[src/rtl/ee_wbuf_pkg.sv]
package ee_wbuf_pkg;
  typedef enum logic {
    WB_IDLE = 1'b0,
    WB_PROG = 1'b1
  } wb_state_e;
endpackage

[src/rtl/ee_wbuf_addr.sv]
// Maps a slot index to its array address for the captured mode.
module ee_wbuf_addr #(
  parameter int ADDR_W    = 9,
  parameter int ROW_BYTES = 8,
  localparam int RB       = $clog2(ROW_BYTES)
) (
  input  logic [ADDR_W-1:0] base_i,
  input  logic              span_i,
  input  logic [RB-1:0]     idx_i,
  output logic [ADDR_W-1:0] addr_o
);
  logic [RB-1:0] low_wrap;

  always_comb begin
    low_wrap = base_i[RB-1:0] + idx_i;
    if (span_i) addr_o = base_i + ADDR_W'(idx_i);
    else        addr_o = {base_i[ADDR_W-1:RB], low_wrap};
  end
endmodule

[src/rtl/ee_wbuf_slots.sv]
// Eight-slot (ROW_BYTES) byte store with per-slot valid flags.
module ee_wbuf_slots #(
  parameter int DATA_W    = 8,
  parameter int ROW_BYTES = 8,
  localparam int RB       = $clog2(ROW_BYTES),
  localparam int CW       = RB + 1
) (
  input  logic              clk,
  input  logic              rst,
  input  logic              clr_i,
  input  logic              wr_i,
  input  logic [DATA_W-1:0] wr_data_i,
  input  logic [RB-1:0]     rd_idx_i,
  output logic [DATA_W-1:0] rd_data_o,
  output logic              rd_valid_o,
  output logic [CW-1:0]     count_o
);
  logic [DATA_W-1:0]    mem [ROW_BYTES];
  logic [ROW_BYTES-1:0] valid_q;
  logic [RB-1:0]        ptr_q;
  logic [CW-1:0]        cnt_q;

  always_ff @(posedge clk) begin
    if (wr_i && !clr_i) mem[ptr_q] <= wr_data_i;
  end

  always_ff @(posedge clk) begin
    if (rst || clr_i) begin
      valid_q <= '0;
      ptr_q   <= '0;
      cnt_q   <= '0;
    end else if (wr_i) begin
      valid_q[ptr_q] <= 1'b1;
      ptr_q          <= ptr_q + 1'b1;
      if (cnt_q != CW'(ROW_BYTES)) cnt_q <= cnt_q + 1'b1;
    end
  end

  assign rd_data_o  = mem[rd_idx_i];
  assign rd_valid_o = valid_q[rd_idx_i];
  assign count_o    = cnt_q;

  // never more than one row of bytes is held
  p_count_bound_r5: assert property (@(posedge clk) disable iff (rst)
    cnt_q <= CW'(ROW_BYTES));
  // valid flags and byte count agree
  p_valid_count_r5: assert property (@(posedge clk) disable iff (rst)
    $countones(valid_q) == int'(cnt_q));
endmodule

[src/rtl/ee_wbuf_seq.sv]
// Program-cycle timer and slot replay sequencer.
module ee_wbuf_seq
  import ee_wbuf_pkg::*;
#(
  parameter int ROW_BYTES = 8,
  parameter int ROW_TICKS = 16,
  localparam int RB       = $clog2(ROW_BYTES),
  localparam int TW       = $clog2(2 * ROW_TICKS + 1)
) (
  input  logic          clk,
  input  logic          rst,
  input  logic          go_i,
  input  logic          two_rows_i,
  output logic          busy_o,
  output logic          done_o,
  output logic          scan_o,
  output logic [RB-1:0] scan_idx_o,
  output logic          two_rows_o
);
  wb_state_e     state_q;
  logic [TW-1:0] tmr_q;
  logic          scan_q;
  logic [RB-1:0] idx_q;
  logic          two_q;

  always_ff @(posedge clk) begin
    if (rst) begin
      state_q <= WB_IDLE;
      tmr_q   <= '0;
      scan_q  <= 1'b0;
      idx_q   <= '0;
      two_q   <= 1'b0;
    end else begin
      case (state_q)
        WB_IDLE: if (go_i) begin
          state_q <= WB_PROG;
          tmr_q   <= two_rows_i ? TW'(2 * ROW_TICKS - 1) : TW'(ROW_TICKS - 1);
          scan_q  <= 1'b1;
          idx_q   <= '0;
          two_q   <= two_rows_i;
        end
        WB_PROG: begin
          if (scan_q) begin
            idx_q <= idx_q + 1'b1;
            if (idx_q == RB'(ROW_BYTES - 1)) scan_q <= 1'b0;
          end
          if (tmr_q == '0) begin
            state_q <= WB_IDLE;
            two_q   <= 1'b0;
          end else begin
            tmr_q <= tmr_q - 1'b1;
          end
        end
        default: state_q <= WB_IDLE;
      endcase
    end
  end

  assign busy_o     = (state_q == WB_PROG);
  assign done_o     = busy_o && (tmr_q == '0);
  assign scan_o     = scan_q;
  assign scan_idx_o = idx_q;
  assign two_rows_o = two_q;

  // slot replay finishes inside the program cycle
  p_scan_in_busy_r9: assert property (@(posedge clk) disable iff (rst)
    scan_q |-> busy_o);
  // row-count flag holds for the whole cycle
  p_two_stable_r2: assert property (@(posedge clk) disable iff (rst)
    busy_o && $past(busy_o) |-> $stable(two_q));
endmodule

[src/rtl/ee_row_wbuf.sv]
module ee_row_wbuf #(
  parameter int ADDR_W    = 9,
  parameter int DATA_W    = 8,
  parameter int ROW_BYTES = 8,
  parameter int ROW_TICKS = 16,
  parameter bit HAS_MULTI = 1'b1,
  localparam int RB       = $clog2(ROW_BYTES),
  localparam int CW       = RB + 1
) (
  input  logic              clk,
  input  logic              rst,
  input  logic              mode_i,
  input  logic              wr_lock_i,
  input  logic              start_i,
  input  logic [ADDR_W-1:0] start_addr_i,
  input  logic              byte_i,
  input  logic [DATA_W-1:0] byte_data_i,
  input  logic              commit_i,
  input  logic              abort_i,
  input  logic              inhibit_i,
  output logic [ADDR_W-1:0] chk_addr_o,
  output logic              arr_we_o,
  output logic [ADDR_W-1:0] arr_addr_o,
  output logic [DATA_W-1:0] arr_wdata_o,
  output logic              busy_o,
  output logic              two_rows_o
);
  logic [ADDR_W-1:0] base_q;
  logic              mode_q;
  logic              span;
  logic              busy, done, scan;
  logic [RB-1:0]     scan_idx;
  logic [CW-1:0]     count;
  logic [RB-1:0]     last_idx;
  logic [ADDR_W-1:0] scan_addr, last_addr;
  logic [DATA_W-1:0] slot_data;
  logic              slot_valid;
  logic              take_abort, take_start, take_commit, take_byte;
  logic              go, clr, two_rows_next;
  logic              we_q;
  logic [ADDR_W-1:0] waddr_q;
  logic [DATA_W-1:0] wdata_q;

  generate
    if (HAS_MULTI) begin : g_span
      assign span = mode_q;
    end else begin : g_row_only
      assign span = 1'b0;
    end
  endgenerate

  // strobe arbitration, all ignored while programming
  always_comb begin
    take_abort  = !busy && abort_i;
    take_start  = !busy && !abort_i && start_i;
    take_commit = !busy && !abort_i && !start_i && commit_i;
    take_byte   = !busy && !abort_i && !start_i && !commit_i && byte_i;
    go          = take_commit && (count != '0) && !wr_lock_i;
    clr         = take_abort || take_start || (take_commit && !go) || done;
    last_idx    = RB'(count - 1'b1);
    two_rows_next = span && (last_addr[ADDR_W-1:RB] != base_q[ADDR_W-1:RB]);
  end

  always_ff @(posedge clk) begin
    if (rst) begin
      base_q <= '0;
      mode_q <= 1'b0;
    end else if (take_start) begin
      base_q <= start_addr_i;
      mode_q <= mode_i;
    end
  end

  ee_wbuf_slots #(.DATA_W(DATA_W), .ROW_BYTES(ROW_BYTES)) slots_i (
    .clk        (clk),
    .rst        (rst),
    .clr_i      (clr),
    .wr_i       (take_byte),
    .wr_data_i  (byte_data_i),
    .rd_idx_i   (scan_idx),
    .rd_data_o  (slot_data),
    .rd_valid_o (slot_valid),
    .count_o    (count)
  );

  ee_wbuf_addr #(.ADDR_W(ADDR_W), .ROW_BYTES(ROW_BYTES)) scan_map_i (
    .base_i (base_q),
    .span_i (span),
    .idx_i  (scan_idx),
    .addr_o (scan_addr)
  );

  ee_wbuf_addr #(.ADDR_W(ADDR_W), .ROW_BYTES(ROW_BYTES)) last_map_i (
    .base_i (base_q),
    .span_i (span),
    .idx_i  (last_idx),
    .addr_o (last_addr)
  );

  ee_wbuf_seq #(.ROW_BYTES(ROW_BYTES), .ROW_TICKS(ROW_TICKS)) seq_i (
    .clk        (clk),
    .rst        (rst),
    .go_i       (go),
    .two_rows_i (two_rows_next),
    .busy_o     (busy),
    .done_o     (done),
    .scan_o     (scan),
    .scan_idx_o (scan_idx),
    .two_rows_o (two_rows_o)
  );

  // registered array write port
  always_ff @(posedge clk) begin
    if (rst) begin
      we_q    <= 1'b0;
      waddr_q <= '0;
      wdata_q <= '0;
    end else begin
      we_q    <= scan && slot_valid && !inhibit_i;
      waddr_q <= scan_addr;
      wdata_q <= slot_data;
    end
  end

  assign chk_addr_o  = scan_addr;
  assign arr_we_o    = we_q;
  assign arr_addr_o  = waddr_q;
  assign arr_wdata_o = wdata_q;
  assign busy_o      = busy;

  // array writes only inside a program cycle
  p_we_in_busy_r9: assert property (@(posedge clk) disable iff (rst)
    arr_we_o |-> busy_o);
  // a locked commit from idle starts nothing
  p_lock_no_busy_r6: assert property (@(posedge clk) disable iff (rst)
    commit_i && wr_lock_i && !busy_o |=> !busy_o);
  // an empty commit starts nothing
  p_empty_commit_r8: assert property (@(posedge clk) disable iff (rst)
    commit_i && !busy_o && (count == '0) |=> !busy_o);
  // the two-row flag only shows during a program cycle
  p_two_in_busy_r2: assert property (@(posedge clk) disable iff (rst)
    two_rows_o |-> busy_o);
endmodule

[config.mk]
export PLATFORM = sky130hd
export DESIGN_NAME = ee_row_wbuf
export DESIGN_NICKNAME = d
export VERILOG_FILES = /design/src/rtl/ee_wbuf_pkg.sv /design/src/rtl/ee_wbuf_addr.sv /design/src/rtl/ee_wbuf_slots.sv /design/src/rtl/ee_wbuf_seq.sv /design/src/rtl/ee_row_wbuf.sv
export SDC_FILE = /design/constraint.sdc
export NUM_CORES = 1
export LEC_CHECK = 0
export ABC_AREA = 1
export CAP_MARGIN = 20
export CORE_MARGIN = 4
export CORE_UTILIZATION = 57
export DETAILED_ROUTE_END_ITERATION = 10
export PLACE_DENSITY = 0.9
export SYNTH_ARGS = -nofsm -noshare
export SYNTH_HDL_FRONTEND = slang
export SYNTH_HIERARCHICAL = 1
export SYNTH_SLANG_ARGS = --single-unit
[constraint.sdc]
create_clock -name clk -period 2.9 [get_ports clk]
set_input_delay 0.29 -clock clk [delete_from_list [all_inputs] [get_ports clk]]
set_output_delay 0.29 -clock clk [all_outputs]
set_load 0.05 [all_outputs]
======== Yosys cells after proc, flatten, opt, wreduce, memory -nomap -nowiden ========
Memory sizes are Yosys's and may differ from the RTL's. A register that Yosys moved wholly into a read port is not among the register bits.
Index checks and enable logic that the tools add are counted.
cells by class
  $add $sub $neg .......................... 9
  multipliers ............................. 0
  div/mod/pow operators ................... 0
  magnitude comparators ................... 3
  eq/ne operators ......................... 7
  shift operators ......................... 0
  multiplexer cells ....................... 25
  bitwise logic cells ..................... 2
  reduce and logical (&&, ||, !) cells .... 34
operators by type and width
  operator                                             number
  adder 9 x 3 -> 9 bit                                 2
  two-way mux 9 bit                                    2
  logical AND 1 bit                                    16
  two-way mux 6 bit                                    2
  case mux 6 bit (2 select lines)                      1
  two-way mux 1 bit                                    11
  logical NOT 1 bit                                    8
  < comparator 3 x 4 -> 1 bit (second input constant)  2
  inequality test 2 bit (second input constant)        4
  OR 8 bit                                             1
  AND reduction 2 bit                                  4
  adder 3 x 1 -> 3 bit (second input constant)         2
  adder 3 bit                                          2
  logical NOT 6 bit                                    1
  two-way mux 3 bit                                    2
  inequality test 6 bit                                1
  case mux 1 bit (2 select lines)                      3
  case mux 3 bit (2 select lines)                      1
  subtractor 6 x 1 -> 6 bit (second input constant)    1
  two-way mux 5 bit                                    1
  adder 4 x 1 -> 4 bit (second input constant)         1
  logical OR 1 bit                                     4
  inequality test 4 bit (second input constant)        1
  nonzero test 4 bit                                   1
  other kinds (6)                                      6
word-level totals
  bits in registers ....................... 47
  bits in latches ......................... 0
  bits in writable memories ............... 64
  ROM bits ................................ 0
  bits of input ports ..................... 26
  output and inout port bits .............. 29
  memories ................................ 1
memory list
  memory       words  bits a word  read ports  clocked after Yosys merged registers in  wr ports  RTL line             source
  slots_i.mem  8      8            1           1                                        1         ee_wbuf_slots.sv:18  logic [DATA_W-1:0] mem [ROW_BYTES];

======== Longest topological paths before layout ========
  word-level depth ........................ 14
  mapped depth ............................ 21
  mapped depth without buffers ............ 21

======== Hierarchy ========
The synthesis kept the hierarchy.
by module, submodules not included
  module         times used  cells an instance  area an instance (um^2)
  ee_wbuf_slots  1           348                3,394.5
  ee_row_wbuf    1           150                1,127.3
  ee_wbuf_seq    1           94                 680.7
  ee_wbuf_addr   2           51                 280.3

======== Least setup slack after synthesis ========
OpenSTA, ideal clock, no wires.
  kind .................................... reg2reg
  start ................................... register slots_i.cnt_q[0], in the netlist slots_i/count_o[0]
  end ..................................... register seq_i.tmr_q[4]
  setup time .............................. 0.113 ns
  arrival time ............................ 2.169 ns
  data required time ...................... 2.787 ns
  path slack .............................. 0.618 ns
  stages on the path, launching flop included .. 19
  buffers on the path ..................... 0
  clock period less this slack ............ 2.282 ns
  cell sequence ........................... dfxtp_1 inv_1 ha_1 xor2_1 ha_1 nand2_2 a21oi_1 xor2_1 inv_1 nand2_1 nand2_1 nor2_1 nand3_1 nand2_1 inv_1 nand2_1 nand3_1 nor2_1 nor2_1
between the ends
  cells in the longest elaborated chain, start to end .. 8
ends and longest elaborated chain
  item                             RTL line             source
  start, declared                  ee_wbuf_slots.sv:21  logic [CW-1:0] cnt_q;
  start signal, assigned           ee_wbuf_slots.sv:35  if (cnt_q != CW'(ROW_BYTES)) cnt_q <= cnt_q + 1'b1;
  subtractor 3 x 1 -> 3 bit        ee_row_wbuf.sv:60    last_idx = RB'(count - 1'b1);
  via last_idx[0]                  ee_row_wbuf.sv:34    logic [RB-1:0] last_idx;
  adder 9 x 3 -> 9 bit             ee_wbuf_addr.sv:16   if (span_i) addr_o = base_i + ADDR_W'(idx_i);
  two-way mux 9 bit                ee_wbuf_addr.sv:16
  via last_addr[4]                 ee_row_wbuf.sv:35    logic [ADDR_W-1:0] scan_addr, last_addr;
  inequality test 6 bit            ee_row_wbuf.sv:61    two_rows_next = span && (last_addr[ADDR_W-1:RB] != base_q[ADDR_W-1:RB]);
  logical AND 1 bit                ee_row_wbuf.sv:61
  via two_rows_next                ee_row_wbuf.sv:39    logic go, clr, two_rows_next;
  two-way mux 5 bit                ee_wbuf_seq.sv:37    tmr_q <= two_rows_i ? TW'(2 * ROW_TICKS - 1) : TW'(ROW_TICKS - 1);
  two-way mux 6 bit                ee_wbuf_seq.sv:35    WB_IDLE: if (go_i) begin
  case mux 6 bit (2 select lines)  ee_wbuf_seq.sv:34    case (state_q)
  end signal, assigned             ee_wbuf_seq.sv:37
  end signal, assigned             ee_wbuf_seq.sv:51    tmr_q <= tmr_q - 1'b1;
  end, declared                    ee_wbuf_seq.sv:21    logic [TW-1:0] tmr_q;
The timed path passes the listed nets, and every way through them passes these cells. The select of a mux whose other input is x is not followed.
A chain may end at the register's enable or synchronous reset.

======== Worst setup path in the final report ========
Same ends and word-level chain as after synthesis.

==> out/metrics.cfg <==
[final_layout]
nNetsFinal = 799
drive_gt1_frac = 0.1169
fill_cells = 633
syn_to_final_growth_pct = 22.58
n_antenna_cell = 0
fin_util = 0.7179

[detailed_routing]
antenna_left = 0
wirelength_um = 14500
drt-initial-drc-count = 511
firstDrtPassIters = 6
viasPerCell = 5.534
vias = 4997
drc = 0
wl_per_cell_um = 16.05

[clocking]
clk-insertion-delay-late_ns = 0.54
cts_resized = 0
cts.sinks = 119
root_buffer = clkbuf_8
clkTransAtPathRegs_ns = 0.06
postCtsSetupBuffers = 0
cts_made_buffers = 17
cts_max_level = 4
clock_path_buffers = 2
ctsHoldBuffers = 0
cts_tree = yes

[worst_hold_path]
hold_depth = 2
worstHoldPathType = in -> reg

[setup_path]
cp.required_ns = 3.32
reg2regPathDepth = 18
reg2reg_slack_ns = 0.14
crit_fanout = 5
cp-end-kind = flip-flop
r2r-end = seq_i/tmr_q[4]
critPathLaunchType = flip-flop
rr_startpoint = slots_i/count_o[0]
arrival_ns = 3.18
path_class = reg -> reg
cp-startpoint = slots_i/count_o[0]
critPathCapture = seq_i/tmr_q[4]

[job]
maxCapViolations = 0

[timing]
tightest_slew_ns = 0.6480
slew_headroom = 0.5674
finalMaxSlewViolations = 0
hold_ws_ns = 0.3384
finalSetupTns_ns = 0
fmax_ghz = 0.3622
hold_violations = 0
fin_crit_sh = 0.9520
final.setup.worst_slack_ns = 0.1391
skew_ns = 0.01509
period_needed_ns = 2.761
setup_violations = 0

[pwr]
p_total_w = 0.004082
ir_drop_v = 0.0004457
p_leak_nw = 3.027
power_density_mw_per_mm2 = 579.1

[floorplan]
start_util = 0.5856
die_h_um = 108.4
core_area_mm2 = 0.009819
rows = 36
die_w_um = 108.4
die_area_mm2 = 0.01176
ioPinCount = 55

[grt]
grt_start_max_net_pins = 41
first_global_vias = 4745
grt_usage = 0.2454
grt-ovfl-total = 0
grt_pass1_wl_um = 22340
antenna_found_initial = 0

[placement]
io_buffers = 54
place.gp.congestion = 0.8308
place_hpwl_um = 8355
pre_cts_slack_ns = 0.3728

[synthesis]
syn_avg_cell_area_um2 = 8.310
yosysWarnings = 6
syn_nets = 734
syn-cell-area_mm2 = 0.005751
synthCells = 692

[status]
status = completed

==> final cells by class <==
| cell class | instances | area [µm²] | share of cell area |
|---|---|---|---|
| Multi-Input combinational cell | 456 | 2207 | 0.3131 |
| Clock buffer | 22 | 496.7 | 0.07046 |
| Timing Repair Buffer | 66 | 698.2 | 0.09904 |
| Tap cell | 133 | 166.4 | 0.02361 |
| Clock inverter | 10 | 81.33 | 0.01154 |
| Inverter | 97 | 371.6 | 0.05272 |
| Sequential cell | 119 | 3028 | 0.4295 |
==> registers in the layout, summed over array words and instances (netlist names) <==
register and cells:
slots_i/mem 64, arr_addr_o 9, base_q 9, arr_wdata_o 8, slots_i/valid_q 8, seq_i/tmr_q 6, slots_i/count_o 4, seq_i/scan_idx_o 3
slots_i/ptr_q 3, arr_we_o 1, mode_q 1, seq_i/busy_o 1, seq_i/scan_o 1, seq_i/two_rows_o 1
==> through the flow <==
stage               cell area (µm²)  std cells
floorplan                      5751        692
global placement               6451        871
detailed placement             6451        871
CTS                            7029        903
global route                   7049        903
finish                         7049        903
==> worst max-delay path, stage by stage, from the launching register on <==
cell and delay, ns:
dfxtp_4 0.37, inv_1 0.07, ha_1 0.24, xor2_1 0.16
ha_1 0.36, nand2_2 0.11, a21oi_1 0.24, xor2_1 0.23
inv_1 0.07, nand2_1 0.06, nand2_1 0.05, nor2_1 0.10
nand3_1 0.08, nand2_1 0.11, inv_1 0.07, nand2_1 0.07
nand3_1 0.10, nor2_2 0.10, nor2_1 0.06
==> layer usage <==
| layer | track usage | share of wire | vias to the layer above |
|---|---|---|---|
| li1 | - | - | 2306 |
| met1 | 0.2787 | 0.37 | 2300 |
| met2 | 0.4276 | 0.49 | 317 |
| met3 | 0.05194 | 0.093 | 74 |
| met4 | 0.1371 | 0.046 | 0 |
| met5 | 0 | 0 | - |
==> power breakdown <==
| group | switching [W] | internal, W | total (W) |
|---|---|---|---|
| Clock | 0.000779 | 0.00121 | 0.00199 |
| Combinational | 0.000169 | 0.000107 | 0.000276 |
| Sequential | 0.0000214 | 0.00179 | 0.00181 |
==> placed cells by master, fill, tap and decap left out, types with 17 or more instances in the layout <==
cell	instances
nand2_1	249
inv_1	86
nor2_1	71
edfxtp_1	64
dfxtp_1	53
clkdlybuf4s50_1	46
nand3_1	30
a21oi_1	24
clkbuf_16	19
o21ai_0	17
==> how the worst min path moves through the flow <==
stage                            start                 end  slack [ns]
floorplan                    inhibit_i            arr_we_o        0.37
global placement    slots_i/valid_q[7]  slots_i/valid_q[7]        0.45
detailed placement  slots_i/valid_q[3]  slots_i/valid_q[3]        0.45
CTS                    start_addr_i[0]           base_q[0]        0.33
global route                 inhibit_i            arr_we_o        0.33
finish                       inhibit_i            arr_we_o        0.34
(Power assumes the default switching activity.)
